File: src/rtl/ofsPkg.sv
package ofsPkg;

  typedef enum logic [2:0] {
    ST_IDLE,
    ST_CHECK,
    ST_ON,
    ST_THERM,
    ST_LATCH_SHORT,
    ST_LATCH_REV
  } ofsState_e;

  // control -> datapath strobes
  typedef struct packed {
    logic startBlank;
    logic conducting;
  } ofsStrobe_t;

  // datapath -> control flags
  typedef struct packed {
    logic en;
    logic enRise;
    logic therm;
    logic outHigh;
    logic revCur;
    logic revTrip;
  } ofsFlags_t;

endpackage

File: src/rtl/ofsSync.sv
module ofsSync #(
  parameter int WIDTH  = 5,
  parameter int STAGES = 2
) (
  input  logic             clk,
  input  logic             rstN,
  input  logic [WIDTH-1:0] din,
  output logic [WIDTH-1:0] dout
);

  logic [STAGES-1:0][WIDTH-1:0] stage;

  always_ff @(posedge clk or negedge rstN) begin
    if (!rstN) stage <= '0;
    else       stage <= {stage[STAGES-2:0], din};
  end

  assign dout = stage[STAGES-1];

endmodule

File: src/rtl/ofsDatapath.sv
module ofsDatapath
  import ofsPkg::*;
#(
  parameter int DEB_CYC   = 1000,
  parameter int BLANK_CYC = 3200000
) (
  input  logic       clk,
  input  logic       rstN,
  input  logic       enIn,
  input  logic       thermIn,
  input  logic       outHighIn,
  input  logic       revCurIn,
  input  logic       ilimExitIn,
  input  ofsStrobe_t strobe,
  output ofsFlags_t  flags
);

  localparam int DEB_W   = $clog2(DEB_CYC + 1);
  localparam int BLANK_W = $clog2(BLANK_CYC + 1);
  localparam logic [DEB_W-1:0]   DEB_MAX   = DEB_W'(DEB_CYC);
  localparam logic [BLANK_W-1:0] BLANK_MAX = BLANK_W'(BLANK_CYC);
  localparam int N_IN = 5;

  logic [N_IN-1:0] rawVec;
  logic [N_IN-1:0] syncVec;
  logic sEn, sTherm, sOutHigh, sRev, sIlim;
  logic enPrev, ilimPrev;
  logic ilimRise;
  logic [DEB_W-1:0]   revCnt;
  logic [BLANK_W-1:0] blankCnt;
  logic blanking;

  assign rawVec = {ilimExitIn, revCurIn, outHighIn, thermIn, enIn};

  ofsSync #(.WIDTH(N_IN), .STAGES(2)) uSync (
    .clk (clk),
    .rstN(rstN),
    .din (rawVec),
    .dout(syncVec)
  );

  assign {sIlim, sRev, sOutHigh, sTherm, sEn} = syncVec;

  // edge history
  always_ff @(posedge clk or negedge rstN) begin
    if (!rstN) begin
      enPrev   <= 1'b0;
      ilimPrev <= 1'b0;
    end else begin
      enPrev   <= sEn;
      ilimPrev <= sIlim;
    end
  end

  assign ilimRise = sIlim & ~ilimPrev;

  // blanking window: loaded at power-up, turn-on, current-limit exit
  always_ff @(posedge clk or negedge rstN) begin
    if (!rstN)                                blankCnt <= BLANK_MAX;
    else if (strobe.startBlank || ilimRise)   blankCnt <= BLANK_MAX;
    else if (blankCnt != '0)                  blankCnt <= blankCnt - 1'b1;
  end

  assign blanking = (blankCnt != '0);

  // reverse-current debounce, saturates at terminal count
  always_ff @(posedge clk or negedge rstN) begin
    if (!rstN)                                          revCnt <= '0;
    else if (!strobe.conducting || blanking || !sRev)   revCnt <= '0;
    else if (revCnt != DEB_MAX)                         revCnt <= revCnt + 1'b1;
  end

  assign flags.en      = sEn;
  assign flags.enRise  = sEn & ~enPrev;
  assign flags.therm   = sTherm;
  assign flags.outHigh = sOutHigh;
  assign flags.revCur  = sRev;
  assign flags.revTrip = (revCnt == DEB_MAX);

endmodule

File: src/rtl/ofsControl.sv
module ofsControl
  import ofsPkg::*;
(
  input  logic       clk,
  input  logic       rstN,
  input  ofsFlags_t  flags,
  output ofsStrobe_t strobe,
  output logic       gateOn,
  output logic       errN,
  output logic       senseForce
);

  ofsState_e state, nextState;

  always_comb begin
    nextState = state;
    unique case (state)
      ST_IDLE: begin
        if (flags.therm)       nextState = ST_THERM;
        else if (flags.enRise) nextState = ST_CHECK;
      end
      ST_CHECK: begin
        if (flags.therm)        nextState = ST_THERM;
        else if (!flags.en)     nextState = ST_IDLE;
        else if (flags.outHigh) nextState = ST_LATCH_SHORT;
        else                    nextState = ST_ON;
      end
      ST_ON: begin
        if (flags.therm)        nextState = ST_THERM;
        else if (!flags.en)     nextState = ST_IDLE;
        else if (flags.revTrip) nextState = ST_LATCH_REV;
      end
      ST_THERM: begin
        if (!flags.therm) nextState = flags.en ? ST_CHECK : ST_IDLE;
      end
      ST_LATCH_SHORT: begin
        if (!flags.en && !flags.outHigh) nextState = ST_IDLE;
      end
      ST_LATCH_REV: begin
        if (!flags.en && !flags.revCur) nextState = ST_IDLE;
      end
      default: nextState = ST_IDLE;
    endcase
  end

  always_ff @(posedge clk or negedge rstN) begin
    if (!rstN) state <= ST_IDLE;
    else       state <= nextState;
  end

  assign strobe.startBlank = (state == ST_CHECK) && (nextState == ST_ON);
  assign strobe.conducting = (state == ST_ON);

  assign gateOn     = (state == ST_ON);
  assign errN       = !((state == ST_THERM) || (state == ST_LATCH_SHORT) ||
                        (state == ST_LATCH_REV));
  assign senseForce = (state == ST_LATCH_SHORT);

  AST_GATE_CLEAN: assert property (@(posedge clk) disable iff (!rstN)
    gateOn |-> (errN && !senseForce));
  AST_SENSE_LATCHED: assert property (@(posedge clk) disable iff (!rstN)
    senseForce |-> (!gateOn && !errN));
  AST_THERM_OFF: assert property (@(posedge clk) disable iff (!rstN)
    flags.therm |=> !gateOn);
  AST_REV_LATCH: assert property (@(posedge clk) disable iff (!rstN)
    (gateOn && flags.revTrip && flags.en && !flags.therm) |=> (!gateOn && !errN && !senseForce));
  AST_SHORT_HOLD: assert property (@(posedge clk) disable iff (!rstN)
    (senseForce && flags.outHigh) |=> senseForce);
  AST_ON_HOLD: assert property (@(posedge clk) disable iff (!rstN)
    (gateOn && !flags.revTrip && flags.en && !flags.therm) |=> gateOn);

endmodule

File: src/rtl/outFaultSupervisor.sv
module outFaultSupervisor
  import ofsPkg::*;
#(
  parameter int DEB_CYC   = 1000,
  parameter int BLANK_CYC = 3200000
) (
  input  logic clk,
  input  logic rstN,
  input  logic enIn,
  input  logic thermIn,
  input  logic outHighIn,
  input  logic revCurIn,
  input  logic ilimExitIn,
  output logic gateOn,
  output logic errN,
  output logic senseForce
);

  ofsStrobe_t strobe;
  ofsFlags_t  flags;

  ofsDatapath #(.DEB_CYC(DEB_CYC), .BLANK_CYC(BLANK_CYC)) uDp (
    .clk       (clk),
    .rstN      (rstN),
    .enIn      (enIn),
    .thermIn   (thermIn),
    .outHighIn (outHighIn),
    .revCurIn  (revCurIn),
    .ilimExitIn(ilimExitIn),
    .strobe    (strobe),
    .flags     (flags)
  );

  ofsControl uCtl (
    .clk       (clk),
    .rstN      (rstN),
    .flags     (flags),
    .strobe    (strobe),
    .gateOn    (gateOn),
    .errN      (errN),
    .senseForce(senseForce)
  );

endmodule

File: config.mk
export PLATFORM = sky130hd
export DESIGN_NAME = outFaultSupervisor
export DESIGN_NICKNAME = d
export VERILOG_FILES = /design/src/rtl/ofsPkg.sv /design/src/rtl/ofsSync.sv /design/src/rtl/ofsDatapath.sv /design/src/rtl/ofsControl.sv /design/src/rtl/outFaultSupervisor.sv
export SDC_FILE = /design/constraint.sdc
export NUM_CORES = 1
export LEC_CHECK = 0
export BUFFER_PORTS_ARGS = -buffer_cell sky130_fd_sc_hd__buf_2
export CAP_MARGIN = 25
export CORE_MARGIN = 4
export CORE_UTILIZATION = 65
export DETAILED_ROUTE_END_ITERATION = 8
export PLACE_DENSITY = 0.83
export SLEW_MARGIN = 40
export SYNTH_ARGS = -nofsm -noshare
export SYNTH_HDL_FRONTEND = slang
export SYNTH_SLANG_ARGS = --single-unit
File: constraint.sdc
create_clock -name clk -period 4.8 [get_ports clk]
set_clock_uncertainty 0.05 [all_clocks]
set_input_delay 0.72 -clock clk [delete_from_list [all_inputs] [get_ports clk]]
set_output_delay 0.72 -clock clk [all_outputs]
set_load 0.005 [all_outputs]
==> flow_summary.ini <==
[cells_and_area]
insertedDiodeCount = 0
post_route_cells_drive_above_1_share_pct = 14.9
syn2layout_area_growth_pct = 7.92
final_nets = 257

[sta]
worst_slew_pin_slew_ns = 0.759
maxSlewHeadroom_pct = 48.9
grt_setup_unrepaired = no
setup_viol = 0
report.final.hold_viol_count = 0
fin_tns_setup_ns = 0
final-max-slew-violation-count = 0
layout_min_cycle_time_ns = 2.45
layout_worst_path_cycle_share_pct = 51.1
worst_slack_ns = 2.35
maxClockFrequency_ghz = 0.408

[drt]
drc = 0
postRouteAntennaNets = 0
drt_pass1_iterations = 4
dr.first_iter.drc_count = 177
totalWireLength_mm = 4.80
routed_wire_length_per_instance_microns = 16.3
vias_per_cell = 6.34
dr_total_vias = 1863

[grt]
gr-usage-all-layers_pct = 21.1
grt_first_pass_wirelength_mm = 8.36
antenna_found_initial = 0
grt_start_max_net_pins = 48
globalRouteOverflowTotal = 0
first_global_vias = 1833

[power]
power.share.clock_pct = 27.7
power_switching_share_pct = 32.9
peakVddDrop_v = 0.000281
share_comb_of_total_power_pct = 24.3
power.density_nw_per_um2 = 399
power.share.sequential_pct = 48.0
cellLeakagePower_nw = 1.06
cell_internal_pwr_uw = 703
switchingPower_uw = 344

[clock_network]
cts_tree = done
post_cts_buffers = 0
clk_path_buf_depth = 2
clkSinkCount = 47
gates_resized_cts_repair = 0
clockRootBuffer = sky130_fd_sc_hd__clkbuf_8
worst_setup_hold_path_clk_slew_ns = 0.09
h-tree-depth = 2
postCtsHoldBufs = 0
worst_skew_pair.late_latency_ns = 0.30
cts_inserted_buffers = 5

[worst_setup_path]
critical_path_peak_fanout = 15
cp-start-kind = flip-flop
reg2regPathDepth = 4
worst-endpoint-required_ns = 4.96
path_class = reg2reg
timing.critical_path.to_type = flip-flop
timing.critical_path.arrival_ns = 2.61

[synthesis]
synthesis.area_sq_um = 2430
synth_edf_count = 0
yosysWarnings = 0
ys_seq_elements = 47
async_reset_ff_share_pct = 100
syn_nets = 249
post_synth_num_cell_types = 47
ys.flop_type = sky130_fd_sc_hd__dfrtp_1
synth-seq-area-share_pct = 48.6
syn-instance-count = 239
avgSynthCellArea_sq_um = 10.2

[floorplan]
core_footprint_sq_um = 3470
dieArea_sq_um = 4790
start_util_pct = 70.2
die_width_microns = 69.2
fp-row-count = 21
floorplan.die.height_microns = 69.2
design.portCount = 10

[flow_run]
cap_viol_max_count = 0

[worst_hold_path]
hold_path_stages = 0
min_path_type = reg2reg

[outcome]
status = completed

[placement]
pre_cts_ws_ns = 2.23
place_congestion = 0.859
place.port_buffers = 9
post-dp-hpwl_mm = 3.33
power groups by stage:
stage	combinational [mW]	sequential, mW	clock (mW)
final	0.254	0.503	0.290
after global routing	0.283	0.510	0.313
after CTS	0.246	0.500	0.294
after detailed placement	0.245	0.507	0
after global placement	0.233	0.502	0
after floorplan	0.201	0.490	0
state kept, by name, indices dropped and copies added (netlist names):
| signal | flops |
|---|---|
| uCtl.state | 3 |
| uDp.uSync.dout | 5 |
| uDp.enPrev | 1 |
| uDp.revCnt | 10 |
| uDp.blankCnt | 22 |
| uDp.uSync.stage | 5 |
| uDp.ilimPrev | 1 |
final cells by class:
cell class,instances,area [sq um]
Tap cell,46,57.6
Clock inverter,3,43.8
Sequential cell,47,1180
Multi-Input combinational cell,176,1190
Clock buffer,5,68.8
Timing Repair Buffer,10,55.1
Inverter,7,26.3
Fill cell,259,842
critical path: stages, from the launching register on:
cell,delay [ns]
sky130_fd_sc_hd__dfrtp_1,0.41
sky130_fd_sc_hd__or4_1,0.73
sky130_fd_sc_hd__nor4_4,0.69
sky130_fd_sc_hd__a21boi_0,0.20
sky130_fd_sc_hd__a311oi_1,0.28
per-layer routing:
metal	up-vias	GRT usage (%)	wire, microns
met2	39	34.3	2360
li1	904	-	-
met1	912	28.8	2180
met4	0	6.51	68
met3	8	3.62	192
met5	-	0	0
synthesized netlist by cell type, types with 5 or more instances:
cell type / number / area, sq um
sky130_fd_sc_hd__dfrtp_1: 41 / 1030
sky130_fd_sc_hd__a21oi_1: 18 / 90.1
sky130_fd_sc_hd__nor2_1: 17 / 63.8
sky130_fd_sc_hd__nand2_1: 15 / 56.3
sky130_fd_sc_hd__nand3_1: 12 / 60.1
sky130_fd_sc_hd__o21ai_0: 9 / 45.0
sky130_fd_sc_hd__mux2i_1: 8 / 80.1
sky130_fd_sc_hd__nand2b_1: 8 / 50.1
sky130_fd_sc_hd__or4_1: 8 / 60.1
sky130_fd_sc_hd__inv_1: 7 / 26.3
sky130_fd_sc_hd__xor2_1: 7 / 61.3
sky130_fd_sc_hd__dfstp_2: 6 / 158
sky130_fd_sc_hd__a2111o_1: 5 / 56.3
sky130_fd_sc_hd__nor4_1: 5 / 31.3
sky130_fd_sc_hd__or2_2: 5 / 31.3
path summary, 6_finish.rpt:
kind / end / startpoint / slack (ns)
hold reg to reg: uDp.uSync.dout[3] / uDp.uSync.stage[3] / 0.31
hold / removal: uDp.uSync.dout[3] / uDp.uSync.stage[3] / 0.31
min in group asynchronous: uDp.blankCnt[19] / rstN / 0.36
setup / recovery: uDp.blankCnt[1] / uDp.blankCnt[18] / 2.35
setup reg to reg: uDp.blankCnt[1] / uDp.blankCnt[18] / 2.35
max in group asynchronous: uDp.enPrev / rstN / 3.95
logic make-up after synthesis:
group,after synthesis,synth area share [%]
AOI/OAI and AO/OA,52,14.4
xor gates and xnor gates,8,2.88
adders and majority gates,3,1.54
buffers and inverters,16,2.67
DFF,47,48.6
muxes,8,3.29
and+or+nand+nor,105,26.6
per-stage QoR:
| step | hold WS [ns] | utilization [%] | instances | total power, mW | cell area, sq um |
|---|---|---|---|---|---|
| 3_3_place_gp | 0.284 | 72.2 | 286 | 0.736 | 2500 |
| 2_1_floorplan | 0.281 | - | 239 | 0.691 | 2430 |
| 6_report | 0.309 | 75.7 | 294 | 1.05 | 2630 |
| 5_1_grt | 0.315 | 75.7 | 294 | 1.11 | 2630 |
| 4_1_cts | 0.310 | 75.5 | 294 | 1.04 | 2620 |
| 3_5_place_dp | 0.290 | 72.3 | 286 | 0.752 | 2510 |
placed cells by master (no fill, tap or decap), types with 4 or more instances in the layout:
| cell type | n |
|---|---|
| sky130_fd_sc_hd__dfrtp_1 | 41 |
| sky130_fd_sc_hd__a2111o_1 | 5 |
| sky130_fd_sc_hd__mux2i_1 | 8 |
| sky130_fd_sc_hd__inv_1 | 7 |
| sky130_fd_sc_hd__nand2b_1 | 8 |
| sky130_fd_sc_hd__dfstp_2 | 6 |
| sky130_fd_sc_hd__a21oi_1 | 18 |
| sky130_fd_sc_hd__nor2_1 | 17 |
| sky130_fd_sc_hd__nor4_1 | 5 |
| sky130_fd_sc_hd__nand2_1 | 15 |
| sky130_fd_sc_hd__o21ai_0 | 9 |
| sky130_fd_sc_hd__or4_1 | 8 |
| sky130_fd_sc_hd__buf_2 | 8 |
| sky130_fd_sc_hd__or3_1 | 4 |
| sky130_fd_sc_hd__xor2_1 | 7 |
| sky130_fd_sc_hd__nand3_1 | 12 |
| sky130_fd_sc_hd__and3_1 | 4 |
| sky130_fd_sc_hd__or2_2 | 5 |
| sky130_fd_sc_hd__clkbuf_8 | 5 |
(Power assumes the default switching activity.)
